==> src/rtl/sar_seq_pkg.sv <==
package sar_seq_pkg;

  // Pin bundle passed through the synchronizer as one vector.
  typedef struct packed {
    logic cs_n;
    logic sclk;
    logic shdn_n;
  } pin_bundle_t;

  // Which part of the serial frame a given rising-edge number falls in.
  typedef enum logic [1:0] {
    PH_LEAD,
    PH_DATA,
    PH_SUB,
    PH_TRAIL
  } frame_phase_e;

  function automatic frame_phase_e phase_of(int edge_no, int lead, int nbits, int nsub);
    if (edge_no <= lead)                return PH_LEAD;
    else if (edge_no <= lead + nbits)   return PH_DATA;
    else if (edge_no <= lead + nbits + nsub) return PH_SUB;
    else                                return PH_TRAIL;
  endfunction

endpackage

==> src/rtl/sar_pin_sync.sv <==
module sar_pin_sync #(
  parameter int W = 1,
  parameter int STAGES = 2,
  parameter logic [W-1:0] RST_VAL = '0
) (
  input  logic         clk,
  input  logic         rst,
  input  logic [W-1:0] d_raw,
  output logic [W-1:0] d_sync
);

  logic [STAGES-1:0][W-1:0] stage_q;

  if (STAGES == 1) begin : g_single
    always_ff @(posedge clk) begin
      if (rst) stage_q[0] <= RST_VAL;
      else     stage_q[0] <= d_raw;
    end
  end else begin : g_chain
    always_ff @(posedge clk) begin
      if (rst) stage_q <= {STAGES{RST_VAL}};
      else     stage_q <= {stage_q[STAGES-2:0], d_raw};
    end
  end

  assign d_sync = stage_q[STAGES-1];

endmodule

==> src/rtl/sar_frame_ctrl.sv <==
module sar_frame_ctrl
  import sar_seq_pkg::*;
#(
  parameter int DATA_BITS  = 10,
  parameter int LEAD_ZEROS = 2,
  parameter int SUB_BITS   = 2,
  parameter int CNT_W      = 4
) (
  input  logic                 clk,
  input  logic                 rst,
  input  logic                 cs_lvl,
  input  logic                 sclk_lvl,
  input  logic                 shdn_lvl,
  input  logic [DATA_BITS-1:0] code,
  input  logic [SUB_BITS-1:0]  sub_bits,
  output logic                 start,
  output logic                 stop,
  output logic                 rise_en,
  output logic [CNT_W-1:0]     edge_num,
  output logic                 dout,
  output logic                 dout_oe
);

  localparam int LAST_DATA = LEAD_ZEROS + DATA_BITS;
  localparam int LAST_SUB  = LAST_DATA + SUB_BITS;
  localparam logic [CNT_W-1:0] CNT_MAX = CNT_W'(LAST_SUB + 1);

  logic             cs_prev_q;
  logic             sclk_prev_q;
  logic             active_q;
  logic [CNT_W-1:0] cnt_q;
  logic             dout_q;
  logic             oe_q;
  logic             bit_sel;
  frame_phase_e     phase;
  int               e_i;

  // Frame control events derived from synchronized pin levels.
  assign start   = cs_prev_q & ~cs_lvl & shdn_lvl;
  assign stop    = cs_lvl | ~shdn_lvl;
  assign rise_en = sclk_lvl & ~sclk_prev_q & active_q & ~stop & ~start;

  // Edge number this rising edge represents (saturates in the trailing zone).
  assign edge_num = (cnt_q == CNT_MAX) ? cnt_q : cnt_q + 1'b1;

  always_comb begin
    e_i     = int'(edge_num);
    phase   = phase_of(e_i, LEAD_ZEROS, DATA_BITS, SUB_BITS);
    bit_sel = 1'b0;
    case (phase)
      PH_DATA: begin
        for (int b = 0; b < DATA_BITS; b++) begin
          if (b == LAST_DATA - e_i) bit_sel = code[b];
        end
      end
      PH_SUB: begin
        for (int b = 0; b < SUB_BITS; b++) begin
          if (b == LAST_SUB - e_i) bit_sel = sub_bits[b];
        end
      end
      default: bit_sel = 1'b0;
    endcase
  end

  always_ff @(posedge clk) begin
    if (rst) begin
      cs_prev_q   <= 1'b1;
      sclk_prev_q <= 1'b0;
    end else begin
      cs_prev_q   <= cs_lvl;
      sclk_prev_q <= sclk_lvl;
    end
  end

  always_ff @(posedge clk) begin
    if (rst) begin
      active_q <= 1'b0;
      cnt_q    <= '0;
      dout_q   <= 1'b0;
      oe_q     <= 1'b0;
    end else if (stop) begin
      active_q <= 1'b0;
      cnt_q    <= '0;
      dout_q   <= 1'b0;
      oe_q     <= 1'b0;
    end else if (start) begin
      active_q <= 1'b1;
      cnt_q    <= '0;
      dout_q   <= 1'b0;
      oe_q     <= 1'b1;
    end else if (rise_en) begin
      cnt_q  <= edge_num;
      dout_q <= bit_sel;
    end
  end

  assign dout    = dout_q;
  assign dout_oe = oe_q;


  cs_high_float_chk: assert property (@(posedge clk) disable iff (rst)
    cs_lvl |=> !oe_q)
    else $error("data output enabled while select high");


  shdn_float_chk: assert property (@(posedge clk) disable iff (rst)
    !shdn_lvl |=> !oe_q)
    else $error("data output enabled during shutdown");


  dout_edge_only_chk: assert property (@(posedge clk) disable iff (rst)
    (!rise_en && !start && !stop) |=> $stable(dout_q))
    else $error("data output moved without a serial clock rise");


  start_drive_low_chk: assert property (@(posedge clk) disable iff (rst)
    start |=> (oe_q && !dout_q))
    else $error("frame start did not drive a low level");

endmodule

==> src/rtl/sar_decide.sv <==
module sar_decide #(
  parameter int DATA_BITS  = 10,
  parameter int LEAD_ZEROS = 2,
  parameter int SUB_BITS   = 2,
  parameter int CNT_W      = 4
) (
  input  logic                 clk,
  input  logic                 rst,
  input  logic                 start,
  input  logic                 stop,
  input  logic                 rise_en,
  input  logic [CNT_W-1:0]     edge_num,
  input  logic                 cmp,
  output logic [DATA_BITS-1:0] code,
  output logic [SUB_BITS-1:0]  sub_bits,
  output logic                 hold
);

  localparam int FIRST_DEC = LEAD_ZEROS;
  localparam int LAST_DEC  = LEAD_ZEROS + DATA_BITS - 1;
  localparam int LAST_DATA = LEAD_ZEROS + DATA_BITS;
  localparam int HOLD_END  = LAST_DATA + SUB_BITS - 1;
  localparam int IDX_W     = $clog2(DATA_BITS);
  localparam logic [DATA_BITS-1:0] TRIAL_INIT = DATA_BITS'(1) << (DATA_BITS - 1);

  logic [DATA_BITS-1:0] code_q, code_nxt;
  logic [SUB_BITS-1:0]  sub_q, sub_nxt;
  logic                 hold_q;
  logic                 in_dec;
  logic                 at_hold_end;
  int                   e_i;
  int                   idx;

  always_comb begin
    e_i         = int'(edge_num);
    idx         = LAST_DEC - e_i;
    in_dec      = (e_i >= FIRST_DEC) && (e_i <= LAST_DEC);
    at_hold_end = (e_i == HOLD_END);
    code_nxt    = code_q;
    sub_nxt     = sub_q;
    if (in_dec) begin
      for (int b = 0; b < DATA_BITS; b++) begin
        if (b == idx)          code_nxt[b] = cmp;
        else if (b == idx - 1) code_nxt[b] = 1'b1;
      end
    end
    if ((e_i >= LAST_DATA) && (e_i <= HOLD_END)) begin
      for (int b = 0; b < SUB_BITS; b++) begin
        if (b == HOLD_END - e_i) sub_nxt[b] = cmp;
      end
    end
  end

  always_ff @(posedge clk) begin
    if (rst) begin
      code_q <= '0;
      sub_q  <= '0;
      hold_q <= 1'b0;
    end else if (stop) begin
      code_q <= '0;
      sub_q  <= '0;
      hold_q <= 1'b0;
    end else if (start) begin
      code_q <= TRIAL_INIT;
      sub_q  <= '0;
      hold_q <= 1'b1;
    end else if (rise_en) begin
      code_q <= code_nxt;
      sub_q  <= sub_nxt;
      if (at_hold_end) hold_q <= 1'b0;
    end
  end

  assign code     = code_q;
  assign sub_bits = sub_q;
  assign hold     = hold_q;

  // Record of the most recent decision, kept for the bit-decision check.
  logic             dec_q;
  logic [IDX_W-1:0] dec_idx_q;
  logic             dec_cmp_q;

  always_ff @(posedge clk) begin
    if (rst) begin
      dec_q     <= 1'b0;
      dec_idx_q <= '0;
      dec_cmp_q <= 1'b0;
    end else begin
      dec_q     <= rise_en && in_dec;
      dec_idx_q <= IDX_W'(idx);
      dec_cmp_q <= cmp;
    end
  end


  bit_decide_chk: assert property (@(posedge clk) disable iff (rst)
    dec_q |-> (code_q[dec_idx_q] == dec_cmp_q))
    else $error("decided bit does not match comparator");


  trial_init_chk: assert property (@(posedge clk) disable iff (rst)
    start |=> (code_q == TRIAL_INIT) && hold_q)
    else $error("frame start trial code or hold wrong");


  hold_release_chk: assert property (@(posedge clk) disable iff (rst)
    (rise_en && at_hold_end) |=> !hold_q)
    else $error("hold not released after last comparator sample");


  abort_clear_chk: assert property (@(posedge clk) disable iff (rst)
    stop |=> (!hold_q && (code_q == '0)))
    else $error("abort left conversion state behind");

endmodule

==> src/rtl/sar_adc_seq.sv <==
module sar_adc_seq
  import sar_seq_pkg::*;
#(
  parameter int DATA_BITS   = 10,
  parameter int LEAD_ZEROS  = 2,
  parameter int SUB_BITS    = 2,
  parameter int SYNC_STAGES = 2
) (
  input  logic                 clk,
  input  logic                 rst,
  input  logic                 cs_n,
  input  logic                 sclk,
  input  logic                 shdn_n,
  input  logic                 cmp_hi,
  output logic                 dout,
  output logic                 dout_oe,
  output logic                 hold,
  output logic [DATA_BITS-1:0] dac_code
);

  localparam int FRAME_LEN = LEAD_ZEROS + DATA_BITS + SUB_BITS;
  localparam int CNT_W     = $clog2(FRAME_LEN + 2);
  localparam int PIN_W     = $bits(pin_bundle_t);
  localparam pin_bundle_t PIN_IDLE = '{cs_n: 1'b1, sclk: 1'b0, shdn_n: 1'b1};

  pin_bundle_t          raw_pins;
  pin_bundle_t          sync_pins;
  logic [PIN_W-1:0]     sync_vec;
  logic                 start, stop, rise_en;
  logic [CNT_W-1:0]     edge_num;
  logic [DATA_BITS-1:0] code;
  logic [SUB_BITS-1:0]  sub_bits;

  assign raw_pins.cs_n   = cs_n;
  assign raw_pins.sclk   = sclk;
  assign raw_pins.shdn_n = shdn_n;

  sar_pin_sync #(
    .W       (PIN_W),
    .STAGES  (SYNC_STAGES),
    .RST_VAL (PIN_IDLE)
  ) u_sync (
    .clk    (clk),
    .rst    (rst),
    .d_raw  (raw_pins),
    .d_sync (sync_vec)
  );

  assign sync_pins = sync_vec;

  sar_frame_ctrl #(
    .DATA_BITS  (DATA_BITS),
    .LEAD_ZEROS (LEAD_ZEROS),
    .SUB_BITS   (SUB_BITS),
    .CNT_W      (CNT_W)
  ) u_frame (
    .clk      (clk),
    .rst      (rst),
    .cs_lvl   (sync_pins.cs_n),
    .sclk_lvl (sync_pins.sclk),
    .shdn_lvl (sync_pins.shdn_n),
    .code     (code),
    .sub_bits (sub_bits),
    .start    (start),
    .stop     (stop),
    .rise_en  (rise_en),
    .edge_num (edge_num),
    .dout     (dout),
    .dout_oe  (dout_oe)
  );

  sar_decide #(
    .DATA_BITS  (DATA_BITS),
    .LEAD_ZEROS (LEAD_ZEROS),
    .SUB_BITS   (SUB_BITS),
    .CNT_W      (CNT_W)
  ) u_decide (
    .clk      (clk),
    .rst      (rst),
    .start    (start),
    .stop     (stop),
    .rise_en  (rise_en),
    .edge_num (edge_num),
    .cmp      (cmp_hi),
    .code     (code),
    .sub_bits (sub_bits),
    .hold     (hold)
  );

  assign dac_code = code;

endmodule

==> config.mk <==
export PLATFORM = sky130hd
export DESIGN_NAME = sar_adc_seq
export DESIGN_NICKNAME = d
export VERILOG_FILES = /design/src/rtl/sar_seq_pkg.sv /design/src/rtl/sar_pin_sync.sv /design/src/rtl/sar_frame_ctrl.sv /design/src/rtl/sar_decide.sv /design/src/rtl/sar_adc_seq.sv
export SDC_FILE = /design/constraint.sdc
export NUM_CORES = 1
export LEC_CHECK = 0
export BUFFER_PORTS_ARGS = -buffer_cell sky130_fd_sc_hd__buf_2
export CAP_MARGIN = 20
export CORE_ASPECT_RATIO = 1.5
export CORE_MARGIN = 3
export CORE_UTILIZATION = 35
export CTS_CLUSTER_SIZE = 40
export DETAILED_ROUTE_END_ITERATION = 10
export GPL_ROUTABILITY_DRIVEN = 1
export HOLD_SLACK_MARGIN = 0.05
export PLACE_DENSITY = 0.65
export SYNTH_ARGS = -nofsm -noshare
export SYNTH_HDL_FRONTEND = slang
export SYNTH_SLANG_ARGS = --single-unit
==> constraint.sdc <==
create_clock -name clk -period 4.3 [get_ports clk]
set_input_delay 0.215 -clock clk [delete_from_list [all_inputs] [get_ports clk]]
set_output_delay 0.215 -clock clk [all_outputs]
set_load 0.01 [all_outputs]
=== Word-level counts from Yosys, hierarchy flattened ===
Index checks and enable logic that the tools add are counted.

* Register bits after elaboration: 27
* Input port bits: 6
* Output and inout bits: 13
* Word-level logic and storage cells: 156

* $add $sub $neg: 6
* Magnitude comparators: 7
* Equality and inequality tests: 33
* Muxes and demuxes: 43
* Bitwise gates (word level): 12
* Reductions and logical operators: 35

{| class="wikitable"
|+ Operator list
! cell !! count
|-
| 4-bit by 32-bit equality test with 1-bit output, first input constant || 12
|-
| 3-bit by 32-bit equality test with 1-bit output, first input constant || 6
|-
| 5-bit by 32-bit equality test with 1-bit output, first input constant || 6
|-
| 2-bit by 32-bit equality test with 1-bit output, first input constant || 5
|-
| 32-bit zero test || 5
|-
| 1-bit two-way mux || 36
|-
| 3-bit AND reduction || 12
|-
| 32-bit by 2-bit subtractor with 32-bit output, second input constant || 1
|-
| 10-bit two-way mux || 3
|-
| 2-bit nonzero test || 12
|-
| 4-bit by 4-bit subtractor with 5-bit output, first input constant || 4
|-
| 4-bit less-or-equal comparator, second input constant || 4
|-
| 1-bit AND || 6
|-
| 1-bit NOT || 5
|-
| 4-bit by 1-bit adder with 4-bit output, second input constant || 1
|-
| 4-bit by 3-bit equality test with 1-bit output, second input constant || 1
|-
| 4-bit equality test, second input constant || 1
|-
| 4-bit by 2-bit >= comparator with 1-bit output, second input constant || 1
|-
| 4-bit >= comparator, second input constant || 1
|-
| 4-bit by 2-bit less-or-equal comparator with 1-bit output, second input constant || 1
|-
| 2-bit two-way mux || 2
|-
| 4-bit two-way mux || 1
|-
| 3-bit nonzero test || 1
|-
| 3-bit OR reduction || 1
|-
| other kinds (7) || 8
|}

=== Logic depth before layout (Yosys ltp) ===
* Depth after elaboration: 15
* Mapped depth: 18
* Gate-level depth less buffers: 16

=== Hierarchy ===
From an unflattened synthesis, not the netlist that was laid out.

* Cell total of the unflattened synthesis: 282
* Area, all modules: 2321.0 µm²

{| class="wikitable"
|+ By module, submodules not included
! module !! instances !! cells an instance !! area each (µm²) !! sequential area each (µm²)
|-
| sar_decide || 1 || 139 || 1187.4 || 260.2
|-
| sar_frame_ctrl || 1 || 128 || 953.4 || 160.2
|-
| sar_pin_sync || 1 || 15 || 180.2 || 120.1
|}

=== Least setup slack after synthesis ===
OpenSTA, ideal clock, no wires.

* Path kind: register to register
* From: reg u_frame.cnt_q[1]
* To: reg u_decide.code_q[9], in the netlist u_decide.code[9]
* Arrival: 4384 ps
* Data required time: 4185 ps
* Slack: -199 ps
* Cell stages (with the launch flop): 17
* Path buffers: 2
* Period minus slack after synthesis: 4499 ps
* Cells stage by stage: dfxtp_1 ha_1 clkbuf_1 nand2_1 a21oi_1 inv_1 ha_1 clkbuf_1 or3_1 ha_1 or4b_1 nor3_1 nor3b_1 a22oi_1 nor4_1 mux2_2 o21a_1

* Longest elaborated chain between the ends: 8

{| class="wikitable"
|+ RTL lines
! element !! RTL line !! source
|-
| from (decl) || sar_frame_ctrl.sv:31 || <nowiki>logic [CNT_W-1:0] cnt_q;</nowiki>
|-
| from (signal assigned) || sar_frame_ctrl.sv:92 || <nowiki>cnt_q <= edge_num;</nowiki>
|-
| 4-bit by 1-bit adder with 4-bit output or 4-bit equality test (tied branches) || sar_frame_ctrl.sv:44 || <nowiki>assign edge_num = (cnt_q == CNT_MAX) ? cnt_q : cnt_q + 1'b1;</nowiki>
|-
| 4-bit two-way mux * || sar_frame_ctrl.sv:44 ||
|-
| via edge_num[3] || sar_adc_seq.sv:30 || <nowiki>logic [CNT_W-1:0] edge_num;</nowiki>
|-
| branches (longest 6 deep; another with 32-bit by 2-bit subtractor with 32-bit output) || n/a ||
|-
| to (signal assigned) || sar_decide.sv:68 || <nowiki>code_q <= code_nxt;</nowiki>
|-
| to (decl) || sar_decide.sv:26 || <nowiki>logic [DATA_BITS-1:0] code_q, code_nxt;</nowiki>
|}

Mark *: on every way through the listed nets, which the timed path passes. The select of a mux whose other input is x is not followed.
A chain may end at the register's enable or synchronous reset.

=== Worst setup path after layout ===
* From: reg u_frame.cnt_q[0]
* To: reg u_decide.code_q[9], in the netlist u_decide.code[9]

Same word-level chain as after synthesis.

==> summary.md <==
| Metric | Value |
|---|---|
| Outcome | complete, no violations |
| Clock sink count | 27 |
| Clock tree buffer depth | 2 |
| Setup WS post-layout | 220 ps |
| Mapped cell area | 2110 um2 |
| R2R Path End | u_decide.code[9] |
| First-pass GRT wire length | 9030 um |
| Vias in the first global route | 1,834 |
| Root buf cell | clkbuf_8 |
| Reg area | approximately 540 um2 |
| Sequential cell area fraction in the yosys report | 25.7% |
| DR iter-0 viols | 77 |
| Worst skew pair latency | 280 ps |
| CP required | 4480 ps |
| Die area | 7010 um2 |
| Worst path top cell family by delay | simple AND/OR/NAND/NOR gates |
| Hold path endpoint | u_sync.stage_q[0] |
| Port Buffers | 18 |
| Setup Viol. Count Final | 0 |
| GR Util met3 | 1.70% |
| DP HPWL | 4250 um |
| YS warnings | 0 |
| Antenna cells | 0 |
| GR Util met1 | 18.4% |
| Sw Pwr | 0.0865 mW |
| Reg2reg setup slack | 220 ps |
| Antenna violations before repair | 0 |
| Final RePlAce weighted congestion | between 0.8 and 0.9 |
| Final ANT Viol Nets | 0 |
| Total number of vias | 1,950 |
| Worst relative slew slack | 58.7% |
| Cell mode on critical path | ha_1 |
| Post-synth cell types | 52 |
| RSZ-0062 raised after global routing | false |
| Static Leak | ~0.96 nW |
| Worst Path Max Fanout | 15 |
| Clock Skew | 6.52 ps |
| Crit path capture type | flop |
| Pre-CTS WS | -32.0 ps |
| Combinational power share | under 10% |
| Core Area | 5830 um2 |
| Vias per inst | about 5.6 |
| Busiest layer in global routing | met2 |
| Nets | 303 |
| MaxCap Viol Count | 0 |
| Arrival time worst endpoint | 4260 ps |
| Flop pwr share | 62.1% |
| Worst Hold Launch | shdn_n |
| # IOs | 19 |
| PwrDens | 173 nW/um2 |
| Critical-path cell list | buf_4 -> inv_1 -> ha_1 -> mux2i_1 -> inv_1 -> ha_1 -> nand2_1 -> or3_1 -> ha_1 -> or4b_1 -> nor3_2 -> nor3b_2 -> a22oi_1 -> nor4_2 -> mux2_2 -> o21a_1 |
| Period Utilization, post-route | a little over nine tenths |
| EDFF count, synth | 0 |
| Setup TNS Final | 0 ps |
| Share of post-route cells with drive strength above 1 | 21.1% |
| Dpl cells | 342 |
| DRC | 0 |
| Hold WC Path Type | primary input to flop |
| Gr ovfl total | 0 |
| Fmax | 245 MHz |
| Worst Hold Depth | 2 |
| Async set-reset flop share out of synthesis | 0% |
| Post-synthesis register bit count | 27 |
| Power Internal | 0.325 mW |
| DRT Wirelength | ~5500 um |
| Met2 GRT Util | 28.0% |
| First-pass DRT Iterations | 4 |
| Tmin final | 4080 ps |
| Routed len/inst | 15.9 um |
| Die Span X | 69.4 um |
| Syn Area/Cell | 8.26 um2 |
| Pin count of the biggest net entering global routing | 17 |
| Endpoints failing hold | 0 |
| Hold Buf Count CTS | 0 |
| R2r startpoint | u_frame.cnt_q[0] |
| Area delta synth->final | 12.9% |
| H-tree depth | 1 |
| Mapped Cells | 255 |
| Fill cells | ~610 |
| Footprint of the multi-input gates | 1490 um2 |
| Num CTS Buffers | 3 |
| Worst-margin pin slew | 619 ps |
| Pins Over Slew Limit | 0 |
| Clock network fraction of total power | 35.8% |
| Fin cells | ~350 |
| Starting density of the core | between 30% and 40% |
| Worst path slowest cell | or4b_1 |
| Switching share of power | 21.0% |
| Worst IR Drop VDD | between 0.2 and 0.25 mV |
| Main flop type after synthesis | dfxtp_1 |
| Die height | 101 um |
| Mapped Nets | 282 |
| CP max stage delay | roughly 480 ps |
| CTS tree | done |
| Clock Pin Slew Worst Setup and Hold Paths | roughly 100 ps |
| Startpoint Class | flop |
| Num rows | 34 |
| Tot GR Track Use | between 10% and 20% |
| CP Buf/Inv Count | 3 |
| Worst r2r path cells | 16 |
| WS Path Type | flop to flop |
metal layers:
metal	wire [um]	vias to the layer above	share of wire, %
met3	198	20	3.6
met2	2750	63	50
met5	0	-	0
met1	2310	902	42
met4	263	0	4.8
li1	-	965	-
worst max-delay path by stage:
stage | from | endpoint | slack (ps) | cells past startpoint
after floorplan | u_frame.cnt_q[1] | u_decide.code[9] | 30 | 16
after global placement | u_frame.cnt_q[1] | u_decide.code[9] | 160 | 15
after detailed placement | u_frame.cnt_q[1] | u_decide.code[9] | -30 | 15
after CTS | u_frame.cnt_q[1] | u_decide.code[9] | 110 | 15
after global routing | u_frame.cnt_q[0] | u_decide.code[9] | 8 | 16
final | u_frame.cnt_q[0] | u_decide.code[9] | 220 | 16
synth_stat cells, drive strengths merged (2+ instances only):
library cell  instances  area share, %
dfxtp                27             26
nand2                24            4.3
nor2                 24            4.3
a21oi                20            4.8
ha                   20             12
inv                  14            2.5
nand3                10            3.0
a311oi                9            3.7
or2                   8            2.4
clkbuf                7            1.2
nor2b                 7            2.1
a22o                  6            2.5
nand2b                6            1.8
xnor2                 6            2.5
a211oi                5            2.0
buf                   5            1.3
mux2i                 5            2.4
a22oi                 4            1.4
mux2                  4            2.3
o21a                  4            1.4
o21ai                 4           0.95
nor3                  3           0.71
nor4                  3            1.6
o22ai                 3           0.89
and3                  2           0.59
nor3b                 2           0.71
o32ai                 2           0.83
or3                   2           0.59
stage by stage:
| step | hold slack, ps | utilization (%) | area, um2 | power, mW |
|---|---|---|---|---|
| after detailed placement | 397 | 39.7 | 2310 | 0.270 |
| final | 115 | 40.8 | 2380 | 0.412 |
| after global routing | 112 | 40.8 | 2380 | 0.427 |
| after global placement | 400 | 39.7 | 2310 | 0.270 |
| after CTS | 117 | 40.5 | 2360 | 0.414 |
| after floorplan | 287 | - | 2120 | 0.265 |
final cells by class:
type	instances	share of cell area, %
Tap cell	72	3.79
Sequential cell	27	22.8
Timing Repair Buffer	28	6.94
Multi-Input combinational cell	202	62.4
Clock buffer	4	1.89
Inverter	14	2.21
registers in the layout, summed over array words and instances, names as in the netlist:
name,count
u_decide.hold,1
u_frame.sclk_prev_q,1
u_frame.cs_prev_q,1
u_decide.sub_bits,2
u_frame.active_q,1
u_sync.stage_q,3
u_frame.cnt_q,4
u_sync.d_sync,3
u_decide.code,10
u_frame.dout,1
worst reg2reg max path: stages, from the launching register on:
cell and delay [ps]:
dfxtp_1 350, buf_4 210, inv_1 130, ha_1 360, mux2i_1 100, inv_1 150, ha_1 180, nand2_1 90
or3_1 340, ha_1 290, or4b_1 480, nor3_2 210, nor3b_2 260, a22oi_1 110, nor4_2 190, mux2_2 360
o21a_1 160
cells in the final DEF (no fill, tap or decap), types with 4 or more instances in the layout:
cell      synthesis  routed
or2_2             8       8
o21ai_0           4       4
a22oi_1           4       4
mux2i_1           5       5
o21a_1            4       4
a22o_1            6       6
nand3_1           9       9
buf_2             4      18
inv_1            14      13
a211oi_1          4       4
nand2_1          24      24
a311oi_1          9       9
nor2_1           24      24
dfxtp_1          27      26
a21oi_1          20      19
nor2b_1           7       7
xnor2_1           6       6
ha_1             20      18
nand2b_1          6       6
buf_4             1      10
power by group through the flow:
stage	logic, mW	registers, mW	clock network (mW)
2_1_floorplan	0.00414	0.261	0
3_3_place_gp	0.00886	0.261	0
3_5_place_dp	0.00906	0.261	0
4_1_cts	0.00904	0.256	0.149
5_1_grt	0.0102	0.256	0.161
6_report	0.00884	0.256	0.147
repair_timing:
| item | in CTS | in global routing |
|---|---|---|
| setup buffers | 0 | 1 |
| setup endpoints to repair | 1 | 1 |
| resized for setup | 2 | 3 |
cell families (layout without fill, tap and decap cells):
group / count (synthesis) / in the layout / synth area share (%)
fa+ha+maj: 21 / 21 / 12.8
buf+inv: 26 / 46 / 5.05
xor+xnor: 7 / 7 / 2.91
flops: 27 / 27 / 25.7
compound gates: 70 / 70 / 25.4
simple gates: 95 / 95 / 23.5
mux: 9 / 9 / 4.69
Power figures use the tool's default switching activity.
